--- src/rtl/sram_lane_pkg.sv ---
package sram_lane_pkg;
    localparam int LANES = 4;

    typedef enum logic [1:0] {
        MODE_X32 = 2'b00,
        MODE_X16 = 2'b01,
        MODE_X8  = 2'b10,
        MODE_RSV = 2'b11
    } width_mode_e;

    typedef enum logic [2:0] {
        ST_IDLE,
        ST_WR_SETUP,
        ST_WR_PULSE,
        ST_WR_RECOV,
        ST_RD_ACCESS,
        ST_RD_TURN
    } ctrl_state_e;
endpackage

--- src/rtl/sram_lane_map.sv ---
module sram_lane_map
    import sram_lane_pkg::*;
#(
    parameter int WORD_AW = 17,
    parameter int LANE_W  = 8
) (
    input  width_mode_e               mode,
    input  logic [WORD_AW+1:0]        addr,
    input  logic [LANES*LANE_W-1:0]   wdata,
    output logic [WORD_AW-1:0]        word,
    output logic [LANES-1:0]          lane_en,
    output logic [LANES*LANE_W-1:0]   wlanes,
    output logic [1:0]                sel
);
    always_comb begin
        unique case (mode)
            MODE_X16: begin
                word = addr[WORD_AW:1];
                sel  = {addr[0], 1'b0};
            end
            MODE_X8: begin
                word = addr[WORD_AW+1:2];
                sel  = addr[1:0];
            end
            default: begin
                word = addr[WORD_AW-1:0];
                sel  = 2'b00;
            end
        endcase
    end

    for (genvar k = 0; k < LANES; k++) begin : g_lane
        logic              en;
        logic [LANE_W-1:0] v;
        always_comb begin
            unique case (mode)
                MODE_X16: begin
                    en = ((k / 2) == int'(sel[1]));
                    v  = wdata[(k % 2)*LANE_W +: LANE_W];
                end
                MODE_X8: begin
                    en = (k == int'(sel));
                    v  = wdata[LANE_W-1:0];
                end
                default: begin
                    en = 1'b1;
                    v  = wdata[k*LANE_W +: LANE_W];
                end
            endcase
        end
        assign lane_en[k]                = en;
        assign wlanes[k*LANE_W +: LANE_W] = en ? v : '0;
    end
endmodule

--- src/rtl/sram_rd_align.sv ---
module sram_rd_align
    import sram_lane_pkg::*;
#(
    parameter int LANE_W = 8
) (
    input  width_mode_e             mode,
    input  logic [1:0]              sel,
    input  logic [LANES*LANE_W-1:0] dq,
    output logic [LANES*LANE_W-1:0] rdata
);
    for (genvar k = 0; k < LANES; k++) begin : g_lane
        logic [LANE_W-1:0] v;
        always_comb begin
            unique case (mode)
                MODE_X16: v = (k < 2) ? dq[(int'(sel[1])*2 + (k % 2))*LANE_W +: LANE_W] : '0;
                MODE_X8:  v = (k == 0) ? dq[int'(sel)*LANE_W +: LANE_W] : '0;
                default:  v = dq[k*LANE_W +: LANE_W];
            endcase
        end
        assign rdata[k*LANE_W +: LANE_W] = v;
    end
endmodule

--- src/rtl/sram_lane_ctrl.sv ---
module sram_lane_ctrl
    import sram_lane_pkg::*;
#(
    parameter int WORD_AW   = 17,
    parameter int LANE_W    = 8,
    parameter int WR_SETUP  = 1,
    parameter int WR_PULSE  = 3,
    parameter int WR_HIZ    = 1,
    parameter int WR_RECOV  = 1,
    parameter int RD_ACCESS = 2,
    parameter int RD_TURN   = 1
) (
    input  logic                      clk,
    input  logic                      rst_n,
    input  logic                      req,
    input  logic                      wr,
    input  logic [1:0]                mode,
    input  logic [WORD_AW+1:0]        addr,
    input  logic [LANES*LANE_W-1:0]   wdata,
    output logic                      ack,
    output logic [LANES*LANE_W-1:0]   rdata,
    output logic [WORD_AW-1:0]        mem_addr,
    output logic [LANES-1:0]          mem_cs_n,
    output logic [LANES-1:0]          mem_we_n,
    output logic                      mem_oe_n,
    output logic [LANES*LANE_W-1:0]   dq_out,
    output logic                      dq_oe,
    input  logic [LANES*LANE_W-1:0]   dq_in
);
    localparam int DW     = LANES * LANE_W;
    localparam int MAX_A  = (WR_SETUP > WR_PULSE) ? WR_SETUP : WR_PULSE;
    localparam int MAX_B  = (WR_RECOV > RD_ACCESS) ? WR_RECOV : RD_ACCESS;
    localparam int MAX_C  = (MAX_A > MAX_B) ? MAX_A : MAX_B;
    localparam int MAX_PH = (MAX_C > RD_TURN) ? MAX_C : RD_TURN;
    localparam int CNT_W  = (MAX_PH > 1) ? $clog2(MAX_PH) : 1;
    localparam int DRV_AT = WR_PULSE - WR_HIZ;

    ctrl_state_e           state, nxt;
    logic [CNT_W-1:0]      cnt;
    logic [WORD_AW-1:0]    word_d, word_q;
    logic [LANES-1:0]      en_d, en_q;
    logic [DW-1:0]         wl_d, wl_q, rd_aligned;
    logic [1:0]            sel_d, sel_q;
    width_mode_e           mode_q;
    logic                  ack_q;
    logic [DW-1:0]         rdata_q;

    sram_lane_map #(.WORD_AW(WORD_AW), .LANE_W(LANE_W)) i_map (
        .mode    (width_mode_e'(mode)),
        .addr    (addr),
        .wdata   (wdata),
        .word    (word_d),
        .lane_en (en_d),
        .wlanes  (wl_d),
        .sel     (sel_d)
    );

    sram_rd_align #(.LANE_W(LANE_W)) i_align (
        .mode  (mode_q),
        .sel   (sel_q),
        .dq    (dq_in),
        .rdata (rd_aligned)
    );

    function automatic logic [CNT_W-1:0] phase_len(ctrl_state_e s);
        case (s)
            ST_WR_SETUP:  return CNT_W'(WR_SETUP - 1);
            ST_WR_PULSE:  return CNT_W'(WR_PULSE - 1);
            ST_WR_RECOV:  return CNT_W'(WR_RECOV - 1);
            ST_RD_ACCESS: return CNT_W'(RD_ACCESS - 1);
            ST_RD_TURN:   return CNT_W'(RD_TURN - 1);
            default:      return '0;
        endcase
    endfunction

    always_comb begin
        nxt = state;
        unique case (state)
            ST_IDLE:      if (req) nxt = wr ? ST_WR_SETUP : ST_RD_ACCESS;
            ST_WR_SETUP:  if (cnt == '0) nxt = ST_WR_PULSE;
            ST_WR_PULSE:  if (cnt == '0) nxt = ST_WR_RECOV;
            ST_WR_RECOV:  if (cnt == '0) nxt = ST_IDLE;
            ST_RD_ACCESS: if (cnt == '0) nxt = ST_RD_TURN;
            ST_RD_TURN:   if (cnt == '0) nxt = ST_IDLE;
            default:      nxt = ST_IDLE;
        endcase
    end

    always_ff @(posedge clk or negedge rst_n) begin
        if (!rst_n) begin
            state   <= ST_IDLE;
            cnt     <= '0;
            word_q  <= '0;
            en_q    <= '0;
            wl_q    <= '0;
            sel_q   <= '0;
            mode_q  <= MODE_X32;
            ack_q   <= 1'b0;
            rdata_q <= '0;
        end else begin
            state <= nxt;
            if (nxt != state)
                cnt <= phase_len(nxt);
            else if (cnt != '0)
                cnt <= cnt - 1'b1;
            if (state == ST_IDLE && req) begin
                word_q <= word_d;
                en_q   <= en_d;
                wl_q   <= wl_d;
                sel_q  <= sel_d;
                mode_q <= width_mode_e'(mode);
            end
            if (state == ST_RD_ACCESS && cnt == '0)
                rdata_q <= rd_aligned;
            ack_q <= (nxt == ST_IDLE) && (state != ST_IDLE);
        end
    end

    always_comb begin
        mem_cs_n = '1;
        mem_we_n = '1;
        mem_oe_n = 1'b1;
        dq_oe    = 1'b0;
        unique case (state)
            ST_WR_SETUP: mem_cs_n = ~en_q;
            ST_WR_PULSE: begin
                mem_cs_n = ~en_q;
                mem_we_n = ~en_q;
                dq_oe    = (cnt < CNT_W'(DRV_AT));
            end
            ST_WR_RECOV: dq_oe = 1'b1;
            ST_RD_ACCESS: begin
                mem_cs_n = ~en_q;
                mem_oe_n = 1'b0;
            end
            default: ;
        endcase
    end

    assign mem_addr = word_q;
    assign dq_out   = wl_q;
    assign ack      = ack_q;
    assign rdata    = rdata_q;
endmodule

--- config.mk ---
export PLATFORM = sky130hd
export DESIGN_NAME = sram_lane_ctrl
export DESIGN_NICKNAME = d
export VERILOG_FILES = /design/src/rtl/sram_lane_pkg.sv /design/src/rtl/sram_lane_map.sv /design/src/rtl/sram_rd_align.sv /design/src/rtl/sram_lane_ctrl.sv
export SDC_FILE = /design/constraint.sdc
export NUM_CORES = 1
export LEC_CHECK = 0
export ABC_AREA = 0
export CORE_ASPECT_RATIO = 1.1
export CORE_MARGIN = 10
export CORE_UTILIZATION = 45
export DETAILED_ROUTE_END_ITERATION = 10
export PLACE_DENSITY = 0.81
export SLEW_MARGIN = 20
export SYNTH_ARGS = -nofsm -noshare
export SYNTH_HDL_FRONTEND = slang
export SYNTH_SLANG_ARGS = --single-unit
--- constraint.sdc ---
create_clock -name clk -period 2.2 [get_ports clk]
set_clock_uncertainty 0.05 [all_clocks]
set_input_delay 0.44 -clock clk [delete_from_list [all_inputs] [get_ports clk]]
set_output_delay 0.44 -clock clk [all_outputs]
set_load 0.02 [all_outputs]
# Word-level counts from Yosys, hierarchy flattened
# Cells that the tools add are included.
# word_totals
reg_bits	95
in_bits	89
out_inout_bits	92
wordCells	77
# classes
add_sub_neg	2
magnitude_cmp	1
n_eq_ne	15
shifts	3
n_mux	31
bitwise_logic	2
reduce_logical	14
# ops
op	count
$mux W8	8
$shiftx A32 B6 Y8	2
$pmux W8 S2	3
$pmux W17 S2	1
$shiftx A32 B32 Y8	1
$mux W3	6
$pmux W3 S5	1
$pmux W1 S2	5
$eq A3 B2 Y1 const B	3
$eq A3 B3 Y1 const B	3
$mux W4	2
$pmux W2 S2	2
$logic_not A3 Y1	2
$reduce_or A2 Y1	3
$eq A2 B1 Y1 const B	2
$eq A2 B2 Y1 const A	2
$eq A2 B2 Y1 const B	2
$logic_not A2 Y1	2
$mux W2	2
$not A4 Y4	1
$reduce_bool A2 Y1	2
$add A2 B1 Y3 const B	1
$eq A3 B1 Y1 const B	1
$logic_and A1 B1 Y1	3
other kinds (8)	8

# Depth between registers and ports, before layout
# Gate-level depths: netlist (run 1).
# logic_depth
word_depth	6
ltp_mapped	8
depth_no_buf	6

# Hierarchy
# From an unflattened synthesis (run 1), not the netlist that was laid out.
# unflattened
cells_unflattened	469
area_unflattened_um2	5325.1
# by_module_without_submodules
mod	n_inst	cells_each	area_each_um2	seq_area_each_um2
sram_lane_ctrl	1	249	3789.9	2377.3
sram_lane_map	1	156	1011.0	0.0
sram_rd_align	1	64	524.3	0.0

# Worst setup path before layout (run 1)
# No wires, ideal clock.
# synth_path
kind	register to output
startpoint	register state[1]
endpoint	output port mem_cs_n[0]
arrival_time_ns	1.166
required_ns	1.710
setup_slack_ns	0.544
path_stages_with_launch	5
n_path_buf	1
cell_sequence	dfrtp_1 -> buf_2 -> nand2_1 -> o22ai_1 -> nand2_1
# synth_between
elab_chain_len	3
# synth_lines
item	line_no	text
start: declaration	sram_lane_ctrl.sv:38	ctrl_state_e state, nxt;
start signal: assignment	sram_lane_ctrl.sv:101	state <= nxt;
$eq A3 B3 Y1 (tied with other cells)	sram_lane_ctrl.sv:124	unique case (state)
$reduce_or A3 Y1 (no source line) (*)	--	
$mux W4 (*)	--	
end: declaration	sram_lane_ctrl.sv:23	output logic [LANES-1:0] mem_cs_n,
# Mark *: on every way between the ends. The rest lies on a longest branch, timed or not.

# Worst setup path after layout (run 1)
# layout_path
startpoint	register state[0]
endpoint	output port mem_cs_n[3]
# Same word-level chain as after synthesis.

==> results of run 1 <==
==> layer usage <==
| layer | wire length, um | up-vias | track usage, % |
|---|---|---|---|
| met1 | 6600 | 2287 | 24.2 |
| met5 | 0 | - | 0 |
| met4 | 241 | 0 | 5.61 |
| met3 | 1670 | 17 | 8.17 |
| li1 | - | 2274 | - |
| met2 | 7960 | 200 | 35.0 |
==> layout by cell type, fill, tap and decap left out, types with 24 or more instances in the layout <==
cell,n
clkdlybuf4s50_1,169
nand2_1,128
dfrtp_1,95
o21ai_0,52
mux2i_1,40
nor2_1,37
a21oi_1,34
a22oi_1,26
o31ai_1,24
buf_4,24
==> kinds of logic after synthesis <==
group,Yosys count
compound gates,169
xor+xnor,2
fa+ha+maj,5
buf+inv,52
flops,95
mux,40
simple gates,185
==> through the flow <==
stage	area [um2]	hold slack (ns)	setup TNS, ns	instances	worst slack (ns)
2_1_floorplan	4960	0.0944	0	548	0.544
6_report	7370	0.0626	0	881	0.114
4_1_cts	7370	0.0973	0	881	0.115
5_1_grt	7370	0.113	0	881	0.0434
3_3_place_gp	7060	0.409	-0.548	865	-0.0491
3_5_place_dp	7060	0.416	-2.68	865	-0.147
==> worst reg2reg max path, delay by kind of cell, from the launching register on <==
family | cells | cell delay [ns]
AO/OA/AOI/OAI | 1 | 0.10
adder cells (fa/ha/maj) | 1 | 0.31
buffers and inverters | 1 | 0.07
flip-flops | 1 | 0.35
multiplexers | 1 | 0.31
AND/OR/NAND/NOR | 1 | 0.46
==> layout make-up <==
| type | instances | area, um2 | share of cell area, % |
|---|---|---|---|
| Clock buffer | 12 | 256 | 3.48 |
| Tap cell | 147 | 184 | 2.50 |
| Multi-Input combinational cell | 401 | 2320 | 31.5 |
| Sequential cell | 95 | 2380 | 32.3 |
| Clock inverter | 4 | 53.8 | 0.730 |
| Timing Repair Buffer | 212 | 2140 | 29.0 |
| Inverter | 10 | 37.5 | 0.509 |
==> power breakdown <==
group,internal (mW),switching (mW)
Clock,0.946,0.667
Combinational,2.23,2.82
Sequential,2.53,0.478
Total,5.71,3.96
==> final timing paths <==
path | from | end | slack [ns]
worst max-delay path | state[0] | mem_cs_n[3] | 0.11
worst min register to register | dq_out[10] | dq_out[10] | 0.43
min in group clk | dq_out[10] | dq_out[10] | 0.43
worst max register to register | mode_q[0] | rdata[11] | 0.43
max in group asynchronous | rst_n | dq_out[31] | 1.39
worst min-delay path | rst_n | rdata[16] | 0.06
==> sequential cells by signal, summed over array words and instances, names as in the netlist <==
signal	flops
mode_q	2
cnt	2
dq_out	32
state	3
sel_q	2
ack	1
rdata	32
mem_addr	17
en_q	4
==> what timing repair did <==
action                                  4_1_cts  5_1_grt
endpoints found under the setup margin        9        1
setup buffers                                 0        0
hold buffers                                  0        0
gates resized for setup                      11        1
gates cloned                                  0        0
==> impl_metrics.py, run 1 <==
metrics = {
    "synthesis": {
        "syn-mean-instance-area_um2": 9.05,
        "ys_async_sr_fraction_pct": 100,
        "syn_area_um2": 4960,
        "synth_most_common_cell": "nand2_1",
        "synth_area_leaders": "dfrtp_1, nand2_1, mux2i_1",
        "synth_top_family_by_area": "compound AO/OA/AOI/OAI gates",
        "synth_top_area_share_pct": 47.9,
        "yosys_warnings": 0,
        "synth_top_area_cell": "dfrtp_1",
        "netlist_instances": 548,
        "synth.net_count": 642,
        "synth-seq-area-share_pct": 47.9,
        "synthTopCellsByCount": "nand2_1, dfrtp_1, o21ai_0",
        "synth_fa_ha_area_share_pct": 1.26,
        "synth_cell_types": 40,
        "synth_simple_gate_area_share_pct": 15.3,
        "ys.flop_type": "dfrtp_1",
        "synth-edff-count": 0,
        "synth_xor_area_share_pct": 0.353,
        "yosys-mux-area-fraction_pct": 8.07,
        "ys_seq_elements": 95,
        "synth_compound_area_share_pct": 21.4,
    },
    "worst_setup_path": {
        "crit_arrival_ns": 1.60,
        "critPathKind": "flip-flop to output port",
        "cp_top_family": "flip-flops",
        "path_cells": "xnor2_1 -> o22ai_2 -> nand2_1 -> dlygate4sd2_1",
        "cp_max_fo": 5,
        "crit_path_end_kind": "output port",
        "critPathMaxStageDelay_ns": 0.46,
        "setup.worst_path.start_class": "flip-flop",
        "crit_buf_inv": 1,
        "cp.depth": 4,
        "slowest_stage": "dfrtp_1",
        "critPathRequiredTime_ns": 1.71,
        "reg2reg_depth": 5,
    },
    "clock_tree": {
        "cts-root-buf": "clkbuf_16",
        "cts_tree": "built",
        "clock_latency_ns": 0.34,
        "htreeDepth": 3,
        "cts_buffers": 9,
        "clk_pin_slew_ns": 0.07,
        "cts.sinks": 95,
        "clockBufferDepth": 2,
    },
    "final_layout": {
        "final_core_util_pct": 67.9,
        "n_antenna_cell": 0,
        "drive_above_1_share_pct": 8.31,
        "nNetsFinal": 823,
        "fillCellCount": 851,
        "area_growth_pct": 48.6,
    },
    "route": {
        "wl_per_cell_um": 18.7,
        "drc_errors": 0,
        "drt_pre_antenna_iters": 5,
        "routed_wl_mm": 16.5,
        "detail-route-antenna-nets": 0,
        "first_iter_violations": 434,
        "via_per_inst": 5.42,
        "route.vias.total": 4778,
    },
    "global_routing": {
        "first_global_vias": 4771,
        "grt-ovfl-total": 0,
        "grt_pass1_wl_mm": 25.8,
        "antenna_found_initial": 0,
        "grt_max_degree": 103,
        "track_usage_pct": 20.8,
    },
    "outcome": {
        "outcome": "finished clean",
    },
    "sta": {
        "fin_crit_ns": 2.09,
        "setup_violations": 0,
        "min_period_over_period_pct": 94.8,
        "fmax_mhz": 479,
        "hold_viol": 0,
        "maxSlewViolCount": 0,
        "slew_headroom_pct": 57.4,
        "tightestPinTransition_ns": 0.639,
        "rsz0062_at_grt": "false",
    },
    "run": {
        "maxCapViolCount": 0,
    },
    "placed_design": {
        "gp_congestion": 0.860,
        "port_buffers": 180,
        "hpwl_mm": 12.7,
    },
    "pwr": {
        "leakagePower_nw": 3.22,
        "power_mw": 9.67,
        "power_density_nw_per_um2": 1310,
        "ir_drop_v": 0.000678,
    },
    "die": {
        "core_area_um2": 10900,
        "die_y_um": 130,
        "start_util_pct": 45.7,
        "rows": 40,
        "die_w_um": 120,
        "io_pins": 181,
        "dieArea_um2": 15600,
    },
    "min_path": {
        "hold_class": "primary input to async pin",
    },
}
Power figures use the tool's default switching activity.
==> run 2: changes to the inputs <==
--- a/config.mk
+++ b/config.mk
@@ -9,6 +9,7 @@
 export CORE_ASPECT_RATIO = 1.1
 export CORE_MARGIN = 10
 export CORE_UTILIZATION = 45
+export CTS_CLUSTER_DIAMETER = 30
 export DETAILED_ROUTE_END_ITERATION = 10
 export PLACE_DENSITY = 0.81
 export SLEW_MARGIN = 20
==> results of run 2 <==
The final DEF is identical to that of run 1; final timing and power are the same.
==> run 3: changes to the inputs <==
--- a/config.mk
+++ b/config.mk
@@ -5,7 +5,7 @@
 export SDC_FILE = /design/constraint.sdc
 export NUM_CORES = 1
 export LEC_CHECK = 0
-export ABC_AREA = 0
+export ABC_AREA = 1
 export CORE_ASPECT_RATIO = 1.1
 export CORE_MARGIN = 10
 export CORE_UTILIZATION = 45
==> run 3 against run 2 <==
  * Clock-buffer cell count shrank 2
  * Critical path depth is 3 higher
  * Utilization decreased by 0.17 points
  * Global-route usage is 1.7 points higher
  * Sequential power up 4%
==> impl_metrics.py, run 3 <==
metrics = {
    "worst_setup_path": {
        "setup.worst_path.start_class": "flip-flop",
        "slowest_stage": "dfrtp_2",
        "cp_max_fo": 5,
        "crit_path_end_kind": "output port",
        "critPathKind": "flip-flop to output port",
        "crit_arrival_ns": 1.67,
        "crit_buf_inv": 2,
        "path_cells": "nand2_2 -> nor2_2 -> a21oi_1 -> o21ai_0 -> buf_4 -> nand2_1 -> clkdlybuf4s15_2",
        "crit_path_start": "state[1]",
        "critPathRequiredTime_ns": 1.71,
        "cp_top_family": "flip-flops",
        "critPathMaxStageDelay_ns": 0.45,
        "regToRegSetupSlack_ns": 0.34,
        "r2r_start": "mode_q[0]",
    },
    "global_routing": {
        "track_usage_pct": 22.5,
        "gr-usage-met2_pct": 36.8,
        "grt_pass1_wl_mm": 28.5,
        "busiest_layer": "met2",
        "grt_max_degree": 42,
        "use_met1_pct": 27.0,
        "first_global_vias": 5425,
        "antenna_found_initial": 0,
        "globalRouteMet3Util_pct": 7.42,
        "grt-ovfl-total": 0,
    },
    "placed_design": {
        "port_buffers": 180,
        "hpwl_mm": 13.4,
        "gp_congestion": 1.00,
    },
    "clock_tree": {
        "cts_buffers": 9,
        "htreeDepth": 3,
        "cts_tree": "built",
        "cts-root-buf": "clkbuf_16",
        "clock_latency_ns": 0.34,
        "clk_pin_slew_ns": 0.07,
        "cts-hold-fix-buffers": 0,
        "clockBufferDepth": 2,
        "cts.sinks": 95,
    },
    "final_layout": {
        "layout_common_cells": "nand2_1, clkdlybuf4s50_1, dfrtp_1",
        "final_common_cell": "nand2_1",
        "fillCellCount": 883,
        "nNetsFinal": 924,
        "area_growth_pct": 47.5,
        "n_antenna_cell": 0,
        "drive_above_1_share_pct": 8.86,
    },
    "synthesis": {
        "synth_area_leaders": "dfrtp_1, nand2_1, o21ai_0",
        "ys.flop_type": "dfrtp_1",
        "synth-edff-count": 0,
        "netlist_instances": 646,
        "syn-mean-instance-area_um2": 7.75,
        "syn_area_um2": 5000,
        "synth.net_count": 740,
        "yosys_warnings": 0,
        "synth_top_area_share_pct": 47.5,
        "synth_top_area_cell": "dfrtp_1",
        "synthTopCellsByCount": "nand2_1, dfrtp_1, o21ai_0",
        "ys_seq_elements": 95,
        "synth-seq-area-share_pct": 47.5,
        "synth_cell_types": 35,
        "synth_most_common_cell": "nand2_1",
        "ys_async_sr_fraction_pct": 100,
    },
    "sta": {
        "min_period_over_period_pct": 98.3,
        "maxSlewViolCount": 0,
        "hold_viol": 0,
        "slew_headroom_pct": 66.3,
        "fmax_mhz": 463,
        "fin_crit_ns": 2.16,
        "rsz0062_at_grt": "false",
        "setup_violations": 0,
        "tightestPinTransition_ns": 0.506,
        "finalSetupTns_ns": 0,
    },
    "route": {
        "routed_wl_mm": 17.5,
        "wl_per_cell_um": 17.9,
        "via_per_inst": 5.51,
        "drc_errors": 0,
        "route.vias.total": 5406,
        "first_iter_violations": 533,
        "drt_pre_antenna_iters": 5,
        "detail-route-antenna-nets": 0,
    },
    "die": {
        "dieArea_um2": 15700,
        "core_area_um2": 10900,
        "die_y_um": 131,
        "io_pins": 181,
        "start_util_pct": 45.9,
        "die_w_um": 121,
        "rows": 40,
    },
    "pwr": {
        "p_sw_mw": 4.42,
        "swShare_pct": 43.5,
        "power_mw": 10.2,
        "comb_power_share_pct": 53.7,
        "p_int_mw": 5.76,
        "power_frac_seq_pct": 30.6,
        "leakagePower_nw": 3.40,
        "clkPwrFrac_pct": 15.6,
        "ir_drop_v": 0.000813,
        "power_density_nw_per_um2": 1380,
    },
    "run": {
        "maxCapViolCount": 0,
    },
    "outcome": {
        "outcome": "finished clean",
    },
    "min_path": {
        "hold_class": "primary input to async pin",
    },
}
==> run 3: final timing paths <==
path                            cells past startpoint     endpoint
worst min-delay path                                1    rdata[17]
max in group asynchronous                           2     state[1]
worst max-delay path                                7  mem_cs_n[2]
min in group clk                                    2   dq_out[18]
worst min register to register                      2   dq_out[18]
worst max register to register                      8    rdata[15]
==> run 3: metrics by stage <==
stage               std cells  cell area (um2)  worst slack (ns)  util (%)  hold slack, ns
floorplan                 646             5000             0.467         -          0.0944
global placement          965             7090            0.0769      65.0           0.377
detailed placement        965             7090            0.0175      65.0           0.385
CTS                       981             7390           0.00527      67.8          0.0215
global route              982             7380            0.0223      67.7          0.0458
finish                    982             7380            0.0380      67.7          0.0192
==> run 3: final cells by class <==
| class | instances | area (um2) | share of cell area [%] |
|---|---|---|---|
| Clock buffer | 10 | 229 | 3.10 |
| Clock inverter | 6 | 68.8 | 0.932 |
| Inverter | 39 | 146 | 1.98 |
| Multi-Input combinational cell | 470 | 2290 | 31.0 |
| Sequential cell | 95 | 2380 | 32.2 |
| Tap cell | 147 | 184 | 2.49 |
| Timing Repair Buffer | 215 | 2090 | 28.3 |
==> run 3: power by group through the flow <==
| stage | Clock [mW] | Sequential [mW] | Combinational, mW |
|---|---|---|---|
| final | 1.59 | 3.12 | 5.47 |
| after CTS | 1.62 | 3.12 | 5.49 |
| after global routing | 1.69 | 3.23 | 5.99 |
| after global placement | 0 | 3.10 | 5.38 |
| after detailed placement | 0 | 3.13 | 5.50 |
| after floorplan | 0 | 3.84 | 2.20 |
==> run 3: kinds of logic (layout without fill, tap and decap cells) <==
logic type               after synthesis  after routing  synth area share (%)
flip-flops                            95             95                  47.5
AO/OA/AOI/OAI                        165            165                  18.8
buffers and inverters                 81            270                  6.95
AND/OR/NAND/NOR                      299            299                  25.3
XOR/XNOR                               1              1                 0.175
adder cells (fa/ha/maj)                5              5                  1.25
==> run 3: metal layers <==
layer	wire [um]	vias up
met2	8130	312
met4	437	0
met1	7140	2520
li1	-	2537
met3	1840	37
met5	0	-
==> run 3: repair_timing <==
action                                  CTS  global route
endpoints found under the setup margin   10             5
gates resized for setup                  19             6
setup buffers                             0             1
